## config.mk

```make
export PLATFORM = sky130hd
export DESIGN_NAME = gdrv_sequencer
export DESIGN_NICKNAME = d
export VERILOG_FILES = /design/src/rtl/gdrv_pkg.sv /design/src/rtl/gdrv_tick_timer.sv /design/src/rtl/gdrv_dpath.sv /design/src/rtl/gdrv_ctrl.sv /design/src/rtl/gdrv_sequencer.sv
export SDC_FILE = /design/constraint.sdc
export NUM_CORES = 1
export LEC_CHECK = 0
export BUFFER_PORTS_ARGS = -buffer_cell sky130_fd_sc_hd__buf_2
export CAP_MARGIN = 25
export CORE_ASPECT_RATIO = 0.8
export CORE_UTILIZATION = 61
export CTS_CLUSTER_SIZE = 8
export DETAILED_ROUTE_END_ITERATION = 8
export PLACE_DENSITY = 0.81
export SLEW_MARGIN = 15
export SYNTH_ARGS = -nofsm -noshare
export SYNTH_HDL_FRONTEND = slang
export SYNTH_SLANG_ARGS = --single-unit
```

## constraint.sdc

```tcl
create_clock -name clk -period 3 [get_ports clk]
set_input_delay 0.6 -clock clk [delete_from_list [all_inputs] [get_ports clk]]
set_output_delay 0.6 -clock clk [all_outputs]
set_load 0.005 [all_outputs]
```

## src/rtl/gdrv_pkg.sv

```systemverilog
package gdrv_pkg;
  typedef enum logic [1:0] {
    LVL_OFF  = 2'd0,
    LVL_MID  = 2'd1,
    LVL_FULL = 2'd2
  } gateLvl_e;

  typedef enum logic [1:0] {
    ST_OFF  = 2'd0,
    ST_TON  = 2'd1,
    ST_ON   = 2'd2,
    ST_TOFF = 2'd3
  } seqState_e;

  // control -> datapath strobes
  typedef struct packed {
    logic loadTon;
    logic loadReg;
    logic loadSafe;
    logic clampGo;
    logic emergGo;
  } seqStrobe_t;

  // datapath -> control status
  typedef struct packed {
    logic tonZero;
    logic regZero;
    logic safeZero;
    logic psupEn;
    logic clampMode;
    logic seqLast;
  } seqStat_t;
endpackage

```

## src/rtl/gdrv_tick_timer.sv

```systemverilog
module gdrv_tick_timer #(
  parameter int PRESCALE = 4,
  parameter int W        = 4
) (
  input  logic         clk,
  input  logic         rstN,
  input  logic         load,
  input  logic [W-1:0] loadVal,
  output logic         last
);
  localparam int PREW = (PRESCALE > 1) ? $clog2(PRESCALE) : 1;
  localparam logic [PREW-1:0] PRE_MAX = PREW'(PRESCALE - 1);

  logic [W-1:0]    rem;
  logic [PREW-1:0] pre;

  always_ff @(posedge clk) begin
    if (!rstN) begin
      rem <= '0;
      pre <= '0;
    end else if (load) begin
      rem <= loadVal;
      pre <= '0;
    end else if (rem != '0) begin
      if (pre == PRE_MAX) begin
        pre <= '0;
        rem <= rem - 1'b1;
      end else begin
        pre <= pre + 1'b1;
      end
    end
  end

  // high in the final cycle of the programmed window
  assign last = (rem == W'(1)) && (pre == PRE_MAX);
endmodule

```

## src/rtl/gdrv_dpath.sv

```systemverilog
module gdrv_dpath
  import gdrv_pkg::*;
#(
  parameter int PRESCALE = 4,
  parameter int DLYW     = 4,
  parameter int CLMPW    = 4,
  parameter int DATAW    = 6
) (
  input  logic             clk,
  input  logic             rstN,
  input  logic             wrEn,
  input  logic [1:0]       wrAddr,
  input  logic [DATAW-1:0] wrData,
  input  seqStrobe_t       strobe,
  output seqStat_t         stat,
  output logic             clampAct
);
  logic             cfg2En;
  logic             psupEn;
  logic [CLMPW-1:0] clampDly;
  logic [DLYW-1:0]  tonDly;
  logic             clampMode;
  logic [DLYW-1:0]  regDly;
  logic [DLYW-1:0]  safeDly;

  always_ff @(posedge clk) begin
    if (!rstN) begin
      cfg2En    <= 1'b0;
      psupEn    <= 1'b0;
      clampDly  <= '0;
      tonDly    <= '0;
      clampMode <= 1'b0;
      regDly    <= '0;
      safeDly   <= '0;
    end else if (wrEn) begin
      case (wrAddr)
        2'd0: begin
          cfg2En   <= wrData[0];
          psupEn   <= wrData[1];
          clampDly <= wrData[CLMPW+1:2];
        end
        2'd1: begin
          if (cfg2En) begin
            tonDly    <= wrData[DLYW-1:0];
            clampMode <= wrData[DLYW];
          end
        end
        2'd2:    regDly  <= wrData[DLYW-1:0];
        default: safeDly <= wrData[DLYW-1:0];
      endcase
    end
  end

  // sequence plateau timer
  logic            seqLoad;
  logic [DLYW-1:0] seqVal;
  logic            seqLast;

  assign seqLoad = strobe.loadTon | strobe.loadReg | strobe.loadSafe;

  always_comb begin
    if (strobe.loadTon)      seqVal = tonDly;
    else if (strobe.loadReg) seqVal = regDly;
    else                     seqVal = safeDly;
  end

  gdrv_tick_timer #(.PRESCALE(PRESCALE), .W(DLYW)) seqTmr_i (
    .clk(clk), .rstN(rstN), .load(seqLoad), .loadVal(seqVal), .last(seqLast)
  );

  // clamp release timer
  logic clampLoad;
  logic clampLast;
  logic clampActQ;

  assign clampLoad = strobe.clampGo && (clampDly != '0);

  gdrv_tick_timer #(.PRESCALE(PRESCALE), .W(CLMPW)) clampTmr_i (
    .clk(clk), .rstN(rstN), .load(clampLoad), .loadVal(clampDly), .last(clampLast)
  );

  always_ff @(posedge clk) begin
    if (!rstN)          clampActQ <= 1'b1;
    else if (clampLoad) clampActQ <= 1'b0;
    else if (clampLast) clampActQ <= 1'b1;
  end

  assign clampAct = clampActQ;

  assign stat.tonZero   = (tonDly == '0);
  assign stat.regZero   = (regDly == '0);
  assign stat.safeZero  = (safeDly == '0);
  assign stat.psupEn    = psupEn;
  assign stat.clampMode = clampMode;
  assign stat.seqLast   = seqLast;


  cfg2_lock_chk: assert property (@(posedge clk) disable iff (!rstN)
    (wrEn && wrAddr == 2'd1 && !cfg2En) |=> ($stable(tonDly) && $stable(clampMode)));


  clamp_release_chk: assert property (@(posedge clk) disable iff (!rstN)
    (strobe.clampGo && clampDly != '0) |=> !clampAct);


  clamp_mode_chk: assert property (@(posedge clk) disable iff (!rstN)
    $fell(clampAct) |-> ($past(strobe.emergGo) || !$past(clampMode)));
endmodule

```

## src/rtl/gdrv_ctrl.sv

```systemverilog
module gdrv_ctrl
  import gdrv_pkg::*;
(
  input  logic       clk,
  input  logic       rstN,
  input  logic       pwmCmd,
  input  logic       safeOff,
  input  logic       emergOff,
  input  seqStat_t   stat,
  output seqStrobe_t strobe,
  output logic [1:0] gateLvl
);
  seqState_e state, stateNxt;
  logic      offStart;

  always_ff @(posedge clk) begin
    if (!rstN) state <= ST_OFF;
    else       state <= stateNxt;
  end

  always_comb begin
    stateNxt        = state;
    strobe          = '0;
    offStart        = 1'b0;
    strobe.emergGo  = emergOff && (state != ST_OFF);
    case (state)
      ST_OFF: begin
        if (pwmCmd && !safeOff && !emergOff) begin
          if (stat.tonZero) begin
            stateNxt = ST_ON;
          end else begin
            stateNxt       = ST_TON;
            strobe.loadTon = 1'b1;
          end
        end
      end
      ST_TON: begin
        if (emergOff)          stateNxt = ST_OFF;
        else if (stat.seqLast) stateNxt = ST_ON;
      end
      ST_ON: begin
        if (emergOff) begin
          stateNxt = ST_OFF;
        end else if (safeOff) begin
          offStart        = 1'b1;
          stateNxt        = stat.safeZero ? ST_OFF : ST_TOFF;
          strobe.loadSafe = !stat.safeZero;
        end else if (!pwmCmd) begin
          offStart       = 1'b1;
          stateNxt       = stat.regZero ? ST_OFF : ST_TOFF;
          strobe.loadReg = !stat.regZero;
        end
      end
      default: begin
        if (emergOff)                                     stateNxt = ST_OFF;
        else if (pwmCmd && !safeOff && !stat.psupEn)      stateNxt = ST_ON;
        else if (stat.seqLast)                            stateNxt = ST_OFF;
      end
    endcase
    strobe.clampGo = strobe.emergGo || (offStart && !stat.clampMode);
  end

  always_comb begin
    case (state)
      ST_OFF:  gateLvl = LVL_OFF;
      ST_ON:   gateLvl = LVL_FULL;
      default: gateLvl = LVL_MID;
    endcase
  end


  emerg_off_chk: assert property (@(posedge clk) disable iff (!rstN)
    emergOff |=> (gateLvl == LVL_OFF));


  hard_on_chk: assert property (@(posedge clk) disable iff (!rstN)
    (state == ST_ON && $past(state) == ST_OFF) |-> $past(stat.tonZero));


  soft_on_chk: assert property (@(posedge clk) disable iff (!rstN)
    (state == ST_TON && $past(state) == ST_OFF) |-> !$past(stat.tonZero));


  psup_hold_chk: assert property (@(posedge clk) disable iff (!rstN)
    (state == ST_TOFF && stat.psupEn && !stat.seqLast && !emergOff) |=> (state == ST_TOFF));


  toff_abort_chk: assert property (@(posedge clk) disable iff (!rstN)
    (state == ST_TOFF && !stat.psupEn && pwmCmd && !safeOff && !emergOff) |=> (gateLvl == LVL_FULL));
endmodule

```

## src/rtl/gdrv_sequencer.sv

```systemverilog
module gdrv_sequencer
  import gdrv_pkg::*;
#(
  parameter int PRESCALE = 4,
  parameter int DLYW     = 4,
  parameter int CLMPW    = 4,
  localparam int DATAW   = ((CLMPW + 2) > (DLYW + 1)) ? (CLMPW + 2) : (DLYW + 1)
) (
  input  logic             clk,
  input  logic             rstN,
  input  logic             pwmCmd,
  input  logic             safeOff,
  input  logic             emergOff,
  input  logic             wrEn,
  input  logic [1:0]       wrAddr,
  input  logic [DATAW-1:0] wrData,
  output logic [1:0]       gateLvl,
  output logic             clampAct
);
  seqStrobe_t strobe;
  seqStat_t   stat;

  gdrv_ctrl ctrl_i (
    .clk(clk), .rstN(rstN), .pwmCmd(pwmCmd), .safeOff(safeOff),
    .emergOff(emergOff), .stat(stat), .strobe(strobe), .gateLvl(gateLvl)
  );

  gdrv_dpath #(.PRESCALE(PRESCALE), .DLYW(DLYW), .CLMPW(CLMPW), .DATAW(DATAW)) dpath_i (
    .clk(clk), .rstN(rstN), .wrEn(wrEn), .wrAddr(wrAddr), .wrData(wrData),
    .strobe(strobe), .stat(stat), .clampAct(clampAct)
  );
endmodule

```

Yosys cells after proc, flatten, opt, wreduce, memory -nomap -nowiden
Cells that the tools add are included.
Storage, ports and cells
  bits in registers: 34
  bits of input ports: 14
  output and inout port bits: 3
  logic and storage cells: 110
Operators by class
  add/sub/neg operators: 4
  eq/ne operators: 11
  multiplexer cells: 38
  bitwise logic cells: 4
  reductions and logical operators: 40
Operator list (number)
  $mux 2: 16
  $mux 4: 8
  $logic_not 4->1: 3
  $mux 1: 12
  $reduce_bool 2->1: 6
  $reduce_bool 4->1: 3
  $reduce_and 2->1: 5
  $eq 2x2->1 const B: 4
  $eq 4x1->1 const B: 2
  $logic_and 1x1->1: 8
  $sub 4x1->4 const B: 2
  $logic_not 1->1: 6
  $pmux 2 s3: 1
  $reduce_bool 5->1: 1
  $add 2x1->2 const B: 2
  $eq 2x1->1 const B: 2
  $logic_not 2->1: 2
  $ne 4x4->1 const B: 1
  $pmux 2 s2: 1
  $reduce_and 4->1: 1
  $reduce_or 2->1: 2
  $ne 3x2->1 const B: 1
  $reduce_and 3->1: 1
  $reduce_or 3->1: 1
  4 further kinds: 6

Longest topological paths before layout
  depth after elaboration: 10
  depth in mapped cells: 8
  depth with buffers taken out: 7

Cells and area by module
From an unflattened synthesis, not the netlist that was laid out.
Second synthesis, totals
  cell total of the unflattened synthesis: 219
  area, all modules: 1891.8 um^2
Modules (own cells, without submodules)
  gdrv_dpath: times used 1, cells each 97, area each 888.4 um^2, seq. area each 400.4 um^2
  gdrv_tick_timer: times used 2, cells each 42, area each 366.6 um^2, seq. area each 120.1 um^2
  gdrv_ctrl: times used 1, cells each 38, area each 270.3 um^2, seq. area each 40.0 um^2

Least setup slack after synthesis
OpenSTA, ideal clock, no wires.
  path type: input port to flip-flop
  from: input safeOff
  to: register dpath_i.seqTmr_i.pre[1]
  library setup time: 0.116 ns
  arrival: 1.653 ns
  data required time: 2.884 ns
  setup slack: 1.232 ns
  stages: 6
  path buffers: 1
  cell sequence: buf_4 -> nor3b_4 -> inv_1 -> nor4_1 -> nor2_1 -> and3_1
On the way
  cells in the longest elaborated chain, start to end: 8
  elaborated cells between the ends (all ways): 12
  classes of those cells: mux: 6; bitwise: 2; reduce/logical: 4
Ends and longest elaborated chain
  start, declared: RTL line gdrv_sequencer.sv:12  | input logic safeOff,
  $logic_not 1->1: RTL line gdrv_ctrl.sv:28  | if (pwmCmd && !safeOff && !emergOff) begin
  $logic_and 1x1->1 (2 in a row): RTL line gdrv_ctrl.sv:28
  $mux 1: RTL line gdrv_ctrl.sv:28
  $mux 1: RTL line gdrv_ctrl.sv:26  | case (state)
  $or 1x1->1: RTL line gdrv_dpath.sv:59  | assign seqLoad = strobe.loadTon | strobe.loadReg | strobe.loadSafe;
  $or 1x1->1 (*): RTL line gdrv_dpath.sv:59
  $reduce_or 2->1 (no line) (*)
  end signal, assigned: RTL line gdrv_tick_timer.sv:29  | pre <= pre + 1'b1;
  end, declared: RTL line gdrv_tick_timer.sv:15  | logic [PREW-1:0] pre;
Mark *: on every way between the ends. The rest lies on a longest branch, timed or not.
A chain may end at the register's enable or synchronous reset.

Final worst setup path
Ends and elaborated chain as after synthesis.

==> metrics.cfg <==
[synth]
synth_cell_types = 47
ys.flop_type = dfxtp_1
ys_ff_latch = 34
synth_edf_count = 0
synthArstFlopShare = 0
ys_warn_count = 0
avgSynthCellArea_um2 = 9.59
seq_area_frac_synth = 0.362
syn_nets = 218
syn_area_mm2 = 0.00188
syn_inst = 196

[clocking]
path_clk_slew_ns = 0.07
clock_path_buffers = 2
post-cts-setup-buffer-count = 0
cts_resized = 0
h-tree-depth = 2
cts_buffers = 5
cts.sinks = 34
cts_root_buffer = clkbuf_8
worstSkewPairLatency_ns = 0.29
tritoncts = done
holdBufCountCts = 0

[floorplan]
ios = 17
chipHeight_um = 51.7
die_area_mm2 = 0.00331
core_area_mm2 = 0.00285
die_x_um = 64.1
start_util = 0.660
num_rows = 17

[final_layout]
antennaDiodeCount = 0
layout-drive-gt1-share = 0.160
mostFrequentLayoutCell = dfxtp_1
areaGrowthSynthToFinish_pct = 9.98
layout_common_cells = 34 x dfxtp_1, 25 x nor2b_1, 25 x mux2i_1
nFillCells = 212
nets = 234
final_area_mm2 = 0.00207

[global_route]
grtUsageTotal = 0.272
grt_pass1_vias = 1468
overflow = 0
grt_pass1_wl_mm = 6.69
grt_max_degree = 34
antenna_found_initial = 0

[power]
powerDensity_mw_per_mm2 = 435
total_power_uw = 900
p_leak_uw = 0.000815
ir_drop_v = 0.000326

[placement]
finalWeightedCongestion = 0.858
hpwl_mm = 2.87
place_ws_ns = 1.01
placed_area_mm2 = 0.00198
port_buffers = 16

[min_path]
hold_depth = 2
min_to = dpath_i.seqTmr_i.rem[3]
min_from = dpath_i.tonDly[3]
hp-class = flop to flop

[route]
vias = 1531
vias_per_cell = 6.10
ant_nets = 0
drt_iter0_markers = 180
drc = 0
first_pass_iters = 4
wl_per_cell_um = 15.4
finalWirelength_mm = 3.87

[worst_setup_path]
crit_chain = buf_2 -> nor3b_4 -> inv_1 -> nor4_1 -> nor2_1 -> and3_1
regToRegEndpoint = dpath_i.seqTmr_i.rem[3]
max_stage_delay_ns = 0.49
cp.required_ns = 3.18
r2r-start = dpath_i.seqTmr_i.pre[0]
rrSetupSlack_ns = 1.27
worst-setup-path-type = input port to flop
crit_buf_inv = 2
reg2reg_depth = 6
cp-end-kind = flop
cp_top_family = simple AND/OR/NAND/NOR gates
slowest_stage = nor4_1
startpoint_type = input port
arrival_ns = 1.95
cp_max_fo = 12

[sta]
clock_skew_ns = 0.00483
fin_crit_sh = 0.591
fin_crit_ns = 1.77
finalSetupViolCount = 0
relSlewSlack = 0.575
maxClockFrequency_mhz = 564
worst_pin_slew_ns = 0.632
rsz0062_at_grt = no
whs_ns = 0.500
post-route-worst-setup-slack_ns = 1.23
finalMaxSlewViolations = 0
tns_ns = 0
finalHoldViolations = 0

[run]
cap_violations = 0

[outcome]
status = completed

[synth_stat cells (all sizes together), types with 2 or more instances]
| cell type | number | share of area |
|---|---|---|
| nor3 | 6 | 0.019 |
| nand2 | 7 | 0.014 |
| a21oi | 6 | 0.018 |
| nor2b | 25 | 0.083 |
| a21boi | 6 | 0.024 |
| o21ai | 7 | 0.021 |
| buf | 2 | 0.0067 |
| or4b | 2 | 0.011 |
| nand3b | 2 | 0.0080 |
| o211ai | 2 | 0.0080 |
| nor3b | 4 | 0.025 |
| or3b | 4 | 0.020 |
| mux2i | 25 | 0.13 |
| a21o | 3 | 0.012 |
| nand2b | 4 | 0.013 |
| xnor2 | 3 | 0.014 |
| nor4bb | 2 | 0.011 |
| nor4 | 5 | 0.017 |
| a221o | 2 | 0.011 |
| clkbuf | 5 | 0.010 |
| ha | 8 | 0.053 |
| inv | 6 | 0.012 |
| nor2 | 9 | 0.018 |
| nand3 | 3 | 0.0080 |
| dfxtp | 34 | 0.36 |
| or3 | 2 | 0.0067 |
[layout make-up]
| class | instances | area (um2) | share of cell area |
|---|---|---|---|
| well taps | 38 | 47.5 | 0.0230 |
| clock inverters | 1 | 5.00 | 0.00242 |
| flip-flops and latches | 34 | 681 | 0.329 |
| repair buffers | 16 | 80.1 | 0.0387 |
| inverters | 6 | 22.5 | 0.0109 |
| multi-input cells | 149 | 1150 | 0.554 |
| clock buffers | 7 | 86.3 | 0.0417 |
[worst reg2reg max path: cells and delay by family (launching register included)]
family / cells / cell delay [ns]
flops: 1 / 0.36
compound gates: 3 / 0.33
simple gates: 2 / 0.68
fa+ha+maj: 1 / 0.29
[registers in the layout (all words and copies together), names as in the netlist, 4 cells and up]
register and cells:
dpath_i.regDly 4, dpath_i.clampTmr_i.rem 4, dpath_i.tonDly 4, dpath_i.safeDly 4, dpath_i.clampDly 4, dpath_i.seqTmr_i.rem 4
[worst max path at each step]
stage               startpoint                 endpoint  slack [ns]  depth (start not counted)
floorplan              safeOff  dpath_i.seqTmr_i.pre[1]        1.23                          6
global placement       safeOff          ctrl_i.state[1]        1.10                          6
detailed placement     safeOff  dpath_i.seqTmr_i.pre[1]        1.01                          6
CTS                    safeOff  dpath_i.seqTmr_i.pre[1]        1.27                          6
global route           safeOff  dpath_i.seqTmr_i.pre[1]        1.05                          6
finish                 safeOff  dpath_i.seqTmr_i.pre[1]        1.23                          6
[per-layer routing]
metal,GRT usage,share of wire
met5,0,0
met4,0.0985,0.016
met3,0.0877,0.056
met2,0.454,0.48
met1,0.330,0.45
[kinds of logic after synthesis]
logic type / synth area share
AO/OA/AOI/OAI: 0.132
XOR/XNOR: 0.0140
adder cells (fa/ha/maj): 0.0532
buffers and inverters: 0.0286
flip-flops: 0.362
multiplexers: 0.139
AND/OR/NAND/NOR: 0.271
[per-stage QoR]
| step | util | std cells |
|---|---|---|
| 3_5_place_dp | 0.694 | 243 |
| 3_3_place_gp | 0.694 | 243 |
| 4_1_cts | 0.726 | 251 |
| 2_1_floorplan | - | 196 |
| 5_1_grt | 0.726 | 251 |
| 6_report | 0.726 | 251 |
[where the power goes]
group          internal [uW]  switching (uW)
combinational           39.6            42.0
sequential               461            10.4
clock                    185             162
total                    686             214
Power figures use the tool's default switching activity.
